### src/rtl/thread_ctx_pkg.sv
package thread_ctx_pkg;

  typedef enum logic [1:0] {
    CTX_FREE    = 2'b00,
    CTX_RUN     = 2'b01,
    CTX_PARKED  = 2'b10,
    CTX_STOPPED = 2'b11
  } ctx_state_e;

  typedef enum logic [2:0] {
    REQ_NONE,
    REQ_START,
    REQ_PARK,
    REQ_RELEASE,
    REQ_STOP
  } ctx_req_e;

endpackage

### src/rtl/ctx_req_arb.sv
module ctx_req_arb
  import thread_ctx_pkg::*;
(
  input  logic     start_i,
  input  logic     park_i,
  input  logic     release_i,
  input  logic     stop_i,
  output ctx_req_e req_o
);

  // Fixed priority: stop > release > park > start
  always_comb begin
    if (stop_i)         req_o = REQ_STOP;
    else if (release_i) req_o = REQ_RELEASE;
    else if (park_i)    req_o = REQ_PARK;
    else if (start_i)   req_o = REQ_START;
    else                req_o = REQ_NONE;
  end

endmodule

### src/rtl/ctx_start_timer.sv
module ctx_start_timer #(
  parameter int DLY_W = 8
) (
  input  logic             clk,
  input  logic             rst_n,
  input  logic             start_i,
  input  logic             clear_i,
  input  logic [DLY_W-1:0] delay_i,
  output logic             fire_o,
  output logic             pending_o
);

  localparam logic [DLY_W-1:0] ONE = DLY_W'(1);

  logic             pend_q, pend_d;
  logic [DLY_W-1:0] cnt_q, cnt_d;
  logic             cnt_en;

  assign fire_o    = pend_q && (cnt_q == ONE);
  assign pending_o = pend_q;

  always_comb begin
    pend_d = pend_q;
    cnt_d  = cnt_q;
    cnt_en = 1'b0;
    if (clear_i) begin
      pend_d = 1'b0;
    end else if (start_i) begin
      pend_d = 1'b1;
      cnt_d  = delay_i - ONE;
      cnt_en = 1'b1;
    end else if (pend_q) begin
      if (cnt_q == ONE) begin
        pend_d = 1'b0;
      end else begin
        cnt_d  = cnt_q - ONE;
        cnt_en = 1'b1;
      end
    end
  end

  always_ff @(posedge clk or negedge rst_n) begin
    if (!rst_n) begin
      pend_q <= 1'b0;
      cnt_q  <= '0;
    end else begin
      pend_q <= pend_d;
      if (cnt_en) cnt_q <= cnt_d;
    end
  end

endmodule

### src/rtl/ctx_slot.sv
module ctx_slot
  import thread_ctx_pkg::*;
#(
  parameter int DLY_W = 8
) (
  input  logic             clk,
  input  logic             rst_n,
  input  ctx_req_e         req_i,
  input  logic [DLY_W-1:0] delay_i,
  output logic [1:0]       state_o,
  output logic             run_o
);

  ctx_state_e state_q, state_d;
  logic       short_dly;
  logic       tmr_start, tmr_clear, tmr_fire, tmr_pend;

  assign short_dly = (delay_i <= DLY_W'(1));

  always_comb begin
    tmr_start = 1'b0;
    tmr_clear = 1'b0;
    if (state_q != CTX_STOPPED) begin
      unique case (req_i)
        REQ_STOP, REQ_RELEASE, REQ_PARK: tmr_clear = 1'b1;
        REQ_START: begin
          if (state_q != CTX_RUN) begin
            tmr_start = !short_dly;
            tmr_clear = short_dly;
          end
        end
        default: ;
      endcase
    end
  end

  ctx_start_timer #(.DLY_W(DLY_W)) u_timer (
    .clk       (clk),
    .rst_n     (rst_n),
    .start_i   (tmr_start),
    .clear_i   (tmr_clear),
    .delay_i   (delay_i),
    .fire_o    (tmr_fire),
    .pending_o (tmr_pend)
  );

  always_comb begin
    state_d = state_q;
    if (state_q != CTX_STOPPED) begin
      unique case (req_i)
        REQ_STOP:    state_d = CTX_STOPPED;
        REQ_RELEASE: state_d = CTX_FREE;
        REQ_PARK:    state_d = CTX_PARKED;
        REQ_START:   if (state_q != CTX_RUN && short_dly) state_d = CTX_RUN;
        default:     if (tmr_fire && tmr_pend) state_d = CTX_RUN;
      endcase
    end
  end

  always_ff @(posedge clk or negedge rst_n) begin
    if (!rst_n) state_q <= CTX_FREE;
    else        state_q <= state_d;
  end

  assign state_o = state_q;
  assign run_o   = (state_q == CTX_RUN);

endmodule

### src/rtl/thread_status_ctrl.sv
module thread_status_ctrl
  import thread_ctx_pkg::*;
#(
  parameter int NUM_CTX = 4,
  parameter int DLY_W   = 8
) (
  input  logic                     clk,
  input  logic                     rst_n,
  input  logic [NUM_CTX-1:0]       cmd_activate,
  input  logic [NUM_CTX*DLY_W-1:0] act_delay,
  input  logic [NUM_CTX-1:0]       cmd_suspend,
  input  logic [NUM_CTX-1:0]       cmd_release,
  input  logic [NUM_CTX-1:0]       cmd_halt,
  output logic [2*NUM_CTX-1:0]     ctx_state,
  output logic [NUM_CTX-1:0]       run_en,
  output logic                     all_halted
);

  logic [NUM_CTX-1:0] is_stopped;

  for (genvar g = 0; g < NUM_CTX; g++) begin : g_ctx
    ctx_req_e req;

    ctx_req_arb u_arb (
      .start_i   (cmd_activate[g]),
      .park_i    (cmd_suspend[g]),
      .release_i (cmd_release[g]),
      .stop_i    (cmd_halt[g]),
      .req_o     (req)
    );

    ctx_slot #(.DLY_W(DLY_W)) u_slot (
      .clk     (clk),
      .rst_n   (rst_n),
      .req_i   (req),
      .delay_i (act_delay[g*DLY_W +: DLY_W]),
      .state_o (ctx_state[2*g +: 2]),
      .run_o   (run_en[g])
    );

    assign is_stopped[g] = (ctx_state[2*g +: 2] == CTX_STOPPED);
  end

  assign all_halted = &is_stopped;

endmodule

### config.mk
export PLATFORM = sky130hd
export DESIGN_NAME = thread_status_ctrl
export DESIGN_NICKNAME = d
export VERILOG_FILES = /design/src/rtl/thread_ctx_pkg.sv /design/src/rtl/ctx_req_arb.sv /design/src/rtl/ctx_start_timer.sv /design/src/rtl/ctx_slot.sv /design/src/rtl/thread_status_ctrl.sv
export SDC_FILE = /design/constraint.sdc
export NUM_CORES = 1
export LEC_CHECK = 0
export BUFFER_PORTS_ARGS = -buffer_cell sky130_fd_sc_hd__buf_2
export CORE_ASPECT_RATIO = 1.4
export CORE_UTILIZATION = 55
export DETAILED_ROUTE_END_ITERATION = 12
export PLACE_DENSITY = 0.76
export SLEW_MARGIN = 10
export SYNTH_ARGS = -nofsm -noshare
export SYNTH_HDL_FRONTEND = slang
export SYNTH_HIERARCHICAL = 1
export SYNTH_SLANG_ARGS = --single-unit
### constraint.sdc
create_clock -name clk -period 3.2 [get_ports clk]
set_input_delay 0.64 -clock clk [delete_from_list [all_inputs] [get_ports clk]]
set_output_delay 0.64 -clock clk [all_outputs]
set_load 0.005 [all_outputs]
==> Word-level counts from Yosys, hierarchy flattened <==
Index checks and enable logic that the tools add are counted.
{ "word_totals": {"inputBits": 50, "register_bits": 44, "output_inout_bits": 13, "word_cells": 189} }
{ "classes": {"magnitude_cmp": 4, "eq_ne": 44, "add_sub_neg": 8, "mux": 80, "n_reduce_logical": 37, "n_bitwise": 4} }
{ "ops": {"columns": ["operator", "count"], "rows": [
  ["$mux W8", 12],
  ["$sub A8 B1 Y8 const B", 8],
  ["$mux W1", 40],
  ["$mux W3", 12],
  ["$eq A8 B1 Y1 const B", 4],
  ["$le A8 B1 Y1 const B", 4],
  ["$pmux W2 S4", 4],
  ["$eq A3 B2 Y1 const B", 8],
  ["$ne A2 B1 Y1 const B", 12],
  ["$reduce_and A4 Y1", 5],
  ["$reduce_bool A5 Y1", 4],
  ["$mux W2", 8],
  ["$eq A3 B1 Y1 const B", 4],
  ["$eq A3 B3 Y1 const B", 4],
  ["$logic_and A1 B1 Y1", 12],
  ["$reduce_and A3 Y1", 4],
  ["$reduce_or A3 Y1", 4],
  ["$eq A2 B1 Y1 const B", 4],
  ["$eq A2 B2 Y1 const B", 4],
  ["$ne A2 B2 Y1 const B", 4],
  ["$pmux W1 S2", 4],
  ["$reduce_bool A2 Y1", 4],
  ["$logic_not A1 Y1", 4],
  ["$not A1 Y1", 4]
]} }

==> Depth between registers and ports, before layout <==
{ "logic_depth": {"word_depth": 10, "ltp_mapped": 10, "mapped_depth_nobuf": 9} }

==> Hierarchy <==
The synthesis kept the hierarchy.
{ "by_module_without_submodules": {"columns": ["mod", "seq_area_each_um2", "area_each_um2", "cells_each", "n_inst"], "rows": [
  ["ctx_start_timer at g_ctx[0].u_slot.u_timer ...", 225.2, 737.0, 86, 3],
  ["ctx_slot", 50.0, 203.9, 25, 4],
  ["ctx_start_timer at g_ctx[3].u_slot.u_timer", 225.2, 721.9, 82, 1],
  ["ctx_req_arb", 0.0, 33.8, 6, 4],
  ["thread_status_ctrl", 0.0, 16.3, 3, 1]
]} }

==> Worst setup path before layout <==
Ideal clock, no wire load.
{ "synth_timing": {"kind": "input-to-reg", "from": "input cmd_suspend[3]", "to": "register g_ctx[3].u_slot.u_timer.cnt_q[5]", "n_path_buf": 1, "setup_time_ns": 0.127, "required_time_ns": 3.073, "path_stages": 8, "slack_ns": 0.516, "t_arrival_ns": 2.558, "path_cell_list": "nand2b_1 -> a21oi_2 -> or3b_2 -> nor3_1 -> clkbuf_1 -> clkinv_1 -> o31ai_1 -> a21oi_1"} }
{ "synth_between": {"elab_chain_len": 9, "elab_cells_between_ends": 19, "cone_classes": "5 x eq/ne; 10 x mux; 1 x bitwise; 3 x reduce/logical"} }
{ "synth_rtl": {"columns": ["item", "line_no", "text"], "rows": [
  ["from (decl)", "thread_status_ctrl.sv:11", "input logic [NUM_CTX-1:0] cmd_suspend,"],
  ["$mux W3 (*)", "ctx_req_arb.sv:15", "else if (park_i) req_o = REQ_PARK;"],
  ["$mux W3 (*)", "ctx_req_arb.sv:14", "else if (release_i) req_o = REQ_RELEASE;"],
  ["$mux W3 (*)", "ctx_req_arb.sv:13", "if (stop_i) req_o = REQ_STOP;"],
  ["via g_ctx[3].req[0]", "thread_status_ctrl.sv:22", "ctx_req_e req;"],
  ["$eq A3 B1 Y1 (*)", "ctx_slot.sv:24", "unique case (req_i)"],
  ["$mux W1 (*)", "ctx_slot.sv:24", null],
  ["$mux W1 (*)", "ctx_slot.sv:23", "if (state_q != CTX_STOPPED) begin"],
  ["via g_ctx[3].u_slot.tmr_start", "ctx_slot.sv:16", "logic tmr_start, tmr_clear, tmr_fire, tmr_pend;"],
  ["$mux W1", "ctx_start_timer.sv:28", "end else if (start_i) begin"],
  ["$mux W1", "ctx_start_timer.sv:26", "if (clear_i) begin"],
  ["$reduce_and A4 Y1 (no source line)", null, null],
  ["to (signal assigned)", "ctx_start_timer.sv:48", "if (cnt_en) cnt_q <= cnt_d;"],
  ["to (decl)", "ctx_start_timer.sv:16", "logic [DLY_W-1:0] cnt_q, cnt_d;"]
]} }
Mark *: on every way through the listed nets, which the timed path passes. The rest lies on a longest branch.
A chain may end at the register's enable or synchronous reset.

==> Worst setup path after layout <==
{ "layout_timing": {"from": "input cmd_suspend[3]", "to": "register g_ctx[3].u_slot.u_timer.cnt_q[6]"} }
Same word-level chain as after synthesis.

==> flow_metrics.env <==
export IMPL_clkLatencyLatePin_ps=310
export IMPL_slew_violations=0
export IMPL_async_flop_share_pct=100
export IMPL_drt_iter0_markers=192
export IMPL_drc=0
export IMPL_startpoint="cmd_suspend[3]"
export IMPL_grt_pass1_vias=3653
export IMPL_yosysMostFrequentCell="dfrtp_1"
export IMPL_tightest_slew_ps=1020
export IMPL_rsz0062_at_grt="no"
export IMPL_finalNonFillerCells=623
export IMPL_die_h_um=102
export IMPL_grt_usage_pct=26.5
export IMPL_cts_tree="yes"
export IMPL_ctsHoldBuffers=0
export IMPL_synth_nets=529
export IMPL_start_util_pct=58.2
export IMPL_clock_sinks=44
export IMPL_ir_worst_vdd_mv=0.507
export IMPL_cts_resized=0
export IMPL_yosysUniqueCellTypes=59
export IMPL_rows=35
export IMPL_synth_top_area_cell="dfrtp_1"
export IMPL_layout_min_cycle_time_ps=2500
export IMPL_critical_path_class="input port to register"
export IMPL_power_density_mw_per_mm2=658
export IMPL_cts_root_buf="clkbuf_8"
export IMPL_worstSetupEndpointType="register"
export IMPL_relSlewSlack_pct=32.3
export IMPL_fin_total_pwr_mw=2.91
export IMPL_io_pins=63
export IMPL_post_route_util_pct=66.0
export IMPL_grt_max_degree=45
export IMPL_hold_viol=0
export IMPL_synth_edf_count=0
export IMPL_overflow=0
export IMPL_worstPathRequired_ps=3410
export IMPL_antennaDiodeCount=0
export IMPL_cts_buffer_depth=2
export IMPL_fmax_mhz=399
export IMPL_antenna_found_initial=0
export IMPL_worstPathArrival_ps=2710
export IMPL_worstPathMaxFanout=12
export IMPL_drtPass1Iterations=5
export IMPL_setup_tns_ps=0
export IMPL_wl_mm=9.18
export IMPL_die_area_sq_mm=0.00744
export IMPL_hold_ws_ps=499
export IMPL_multiInputGateArea_sq_mm=0.00260
export IMPL_portBuffers=62
export IMPL_regArea_sq_mm=0.00110
export IMPL_ys_seq_area_share_pct=28.2
export IMPL_cap_violations=0
export IMPL_wl_per_cell_um=14.7
export IMPL_synth_avg_cell_area_sq_um=8.35
export IMPL_ant_nets=0
export IMPL_cts_buffers=5
export IMPL_finClkSkew_ps=9.44
export IMPL_finalCritPeriodShare_pct=78.2
export IMPL_synth_top_area_share_pct=28.2
export IMPL_fillers=583
export IMPL_dpl_cell_count=615
export IMPL_synth_cells=467
export IMPL_synth_seq_cells=44
export IMPL_yosys_warnings=6
export IMPL_grt_pass1_wl_mm=15.8
export IMPL_gp_congestion=0.932
export IMPL_setup_worst_path_start_class="input port"
export IMPL_leakage_nw=1.84
export IMPL_die_x_um=73.2
export IMPL_finalSetupViolations=0
export IMPL_cts_max_level=2
export IMPL_min_path_type="input port to async pin"
export IMPL_status="complete, no violations"
export IMPL_fin_nets=592
export IMPL_timing_rr_start="g_ctx[3].u_slot/u_timer/cnt_q[1]"
export IMPL_cts_setup_buffers=0
export IMPL_synthTopCellsByCount="dfrtp_1 (44), inv_1 (34), nand2_1 (34)"
export IMPL_vias=3789
export IMPL_vias_per_cell=6.08
export IMPL_syn_area_sq_mm=0.00390
export IMPL_drive_gt1_share_pct=23.0
export IMPL_ys_top_cells_by_area="dfrtp_1 (28%), xor2_1 (4.5%), nand2b_1 (4.0%)"
export IMPL_areaGrowthSynthToFinish_pct=13.3
export IMPL_dp_hpwl_mm=7.11
export IMPL_synth_main_ff_cell="dfrtp_1"
export IMPL_clk_pin_slew_ps=100
export IMPL_fp_coreArea_sq_mm=0.00670
## cells in the final DEF (no fill, tap or decap), types with 12 or more instances in the layout
master	instances
a21oi_1	20
buf_2	62
dfrtp_1	44
ha_1	12
inv_1	34
nand2_1	34
nand2b_1	25
nand4_1	12
nor2_1	30
nor3_1	19
nor3b_1	13
nor4_1	12
o21ai_0	14
xor2_1	20
## through the flow
step | setup WS, ps | area, sq um
floorplan | 516 | 3900
global placement | 433 | 4310
detailed placement | 358 | 4310
CTS | 703 | 4420
global route | 415 | 4420
finish | 697 | 4420
## sequential cells by signal (all words and copies together), names as in the netlist
signal	count
g_ctx.u_slot/u_timer/pending_o	4
g_ctx.u_slot/state_o	8
g_ctx.u_slot/u_timer/cnt_q	32
## power by group
part	internal [mW]	switching [mW]	leakage (nW)
combinational	0.629	0.699	1.26
sequential	0.783	0.348	0.522
clock	0.236	0.214	0.0548
## area by class of cell
cell class,instances,share of cell area [%]
Multi-Input combinational cell,376,58.9
Sequential cell,44,24.9
Timing Repair Buffer,68,8.04
Inverter,35,2.97
Tap cell,92,2.60
Clock buffer,5,1.56
Clock inverter,3,1.05
## kinds of logic after synthesis
logic type	Yosys count	synth area share, %
compound gates	119	22.4
xor+xnor	26	5.84
fa+ha+maj	12	3.85
buf+inv	47	5.04
flops	44	28.2
mux	12	3.18
simple gates	207	31.5
## critical path, stage by stage
cell      delay, ps
buf_2           100
nand2b_1        140
a21oi_2         220
or3b_2          490
nor3_1          150
buf_4           210
nor4_1           70
a211oi_1        230
buf_4           190
o21ai_0          90
a22o_1          180
## path summary, 6_finish.rpt
path,cells past startpoint,slack [ps],end
setup / recovery,11,700,g_ctx[3].u_slot/u_timer/cnt_q[6]
hold / removal,1,500,g_ctx[0].u_slot/state_o[1]
setup reg to reg,7,1090,g_ctx[3].u_slot/state_o[1]
hold reg to reg,1,550,g_ctx[3].u_slot/u_timer/cnt_q[6]
max in group asynchronous,1,2070,g_ctx[2].u_slot/u_timer/cnt_q[1]
min in group clk,1,550,g_ctx[3].u_slot/u_timer/cnt_q[6]
## metal layers
layer	GRT usage, %	vias up	part of all wire [%]
li1	-	1864	-
met1	31.7	1807	42
met2	46.7	93	52
met3	2.89	25	3.0
met4	12.7	0	2.9
met5	0	-	0
Note: power is estimated with default switching activity, not from simulation.
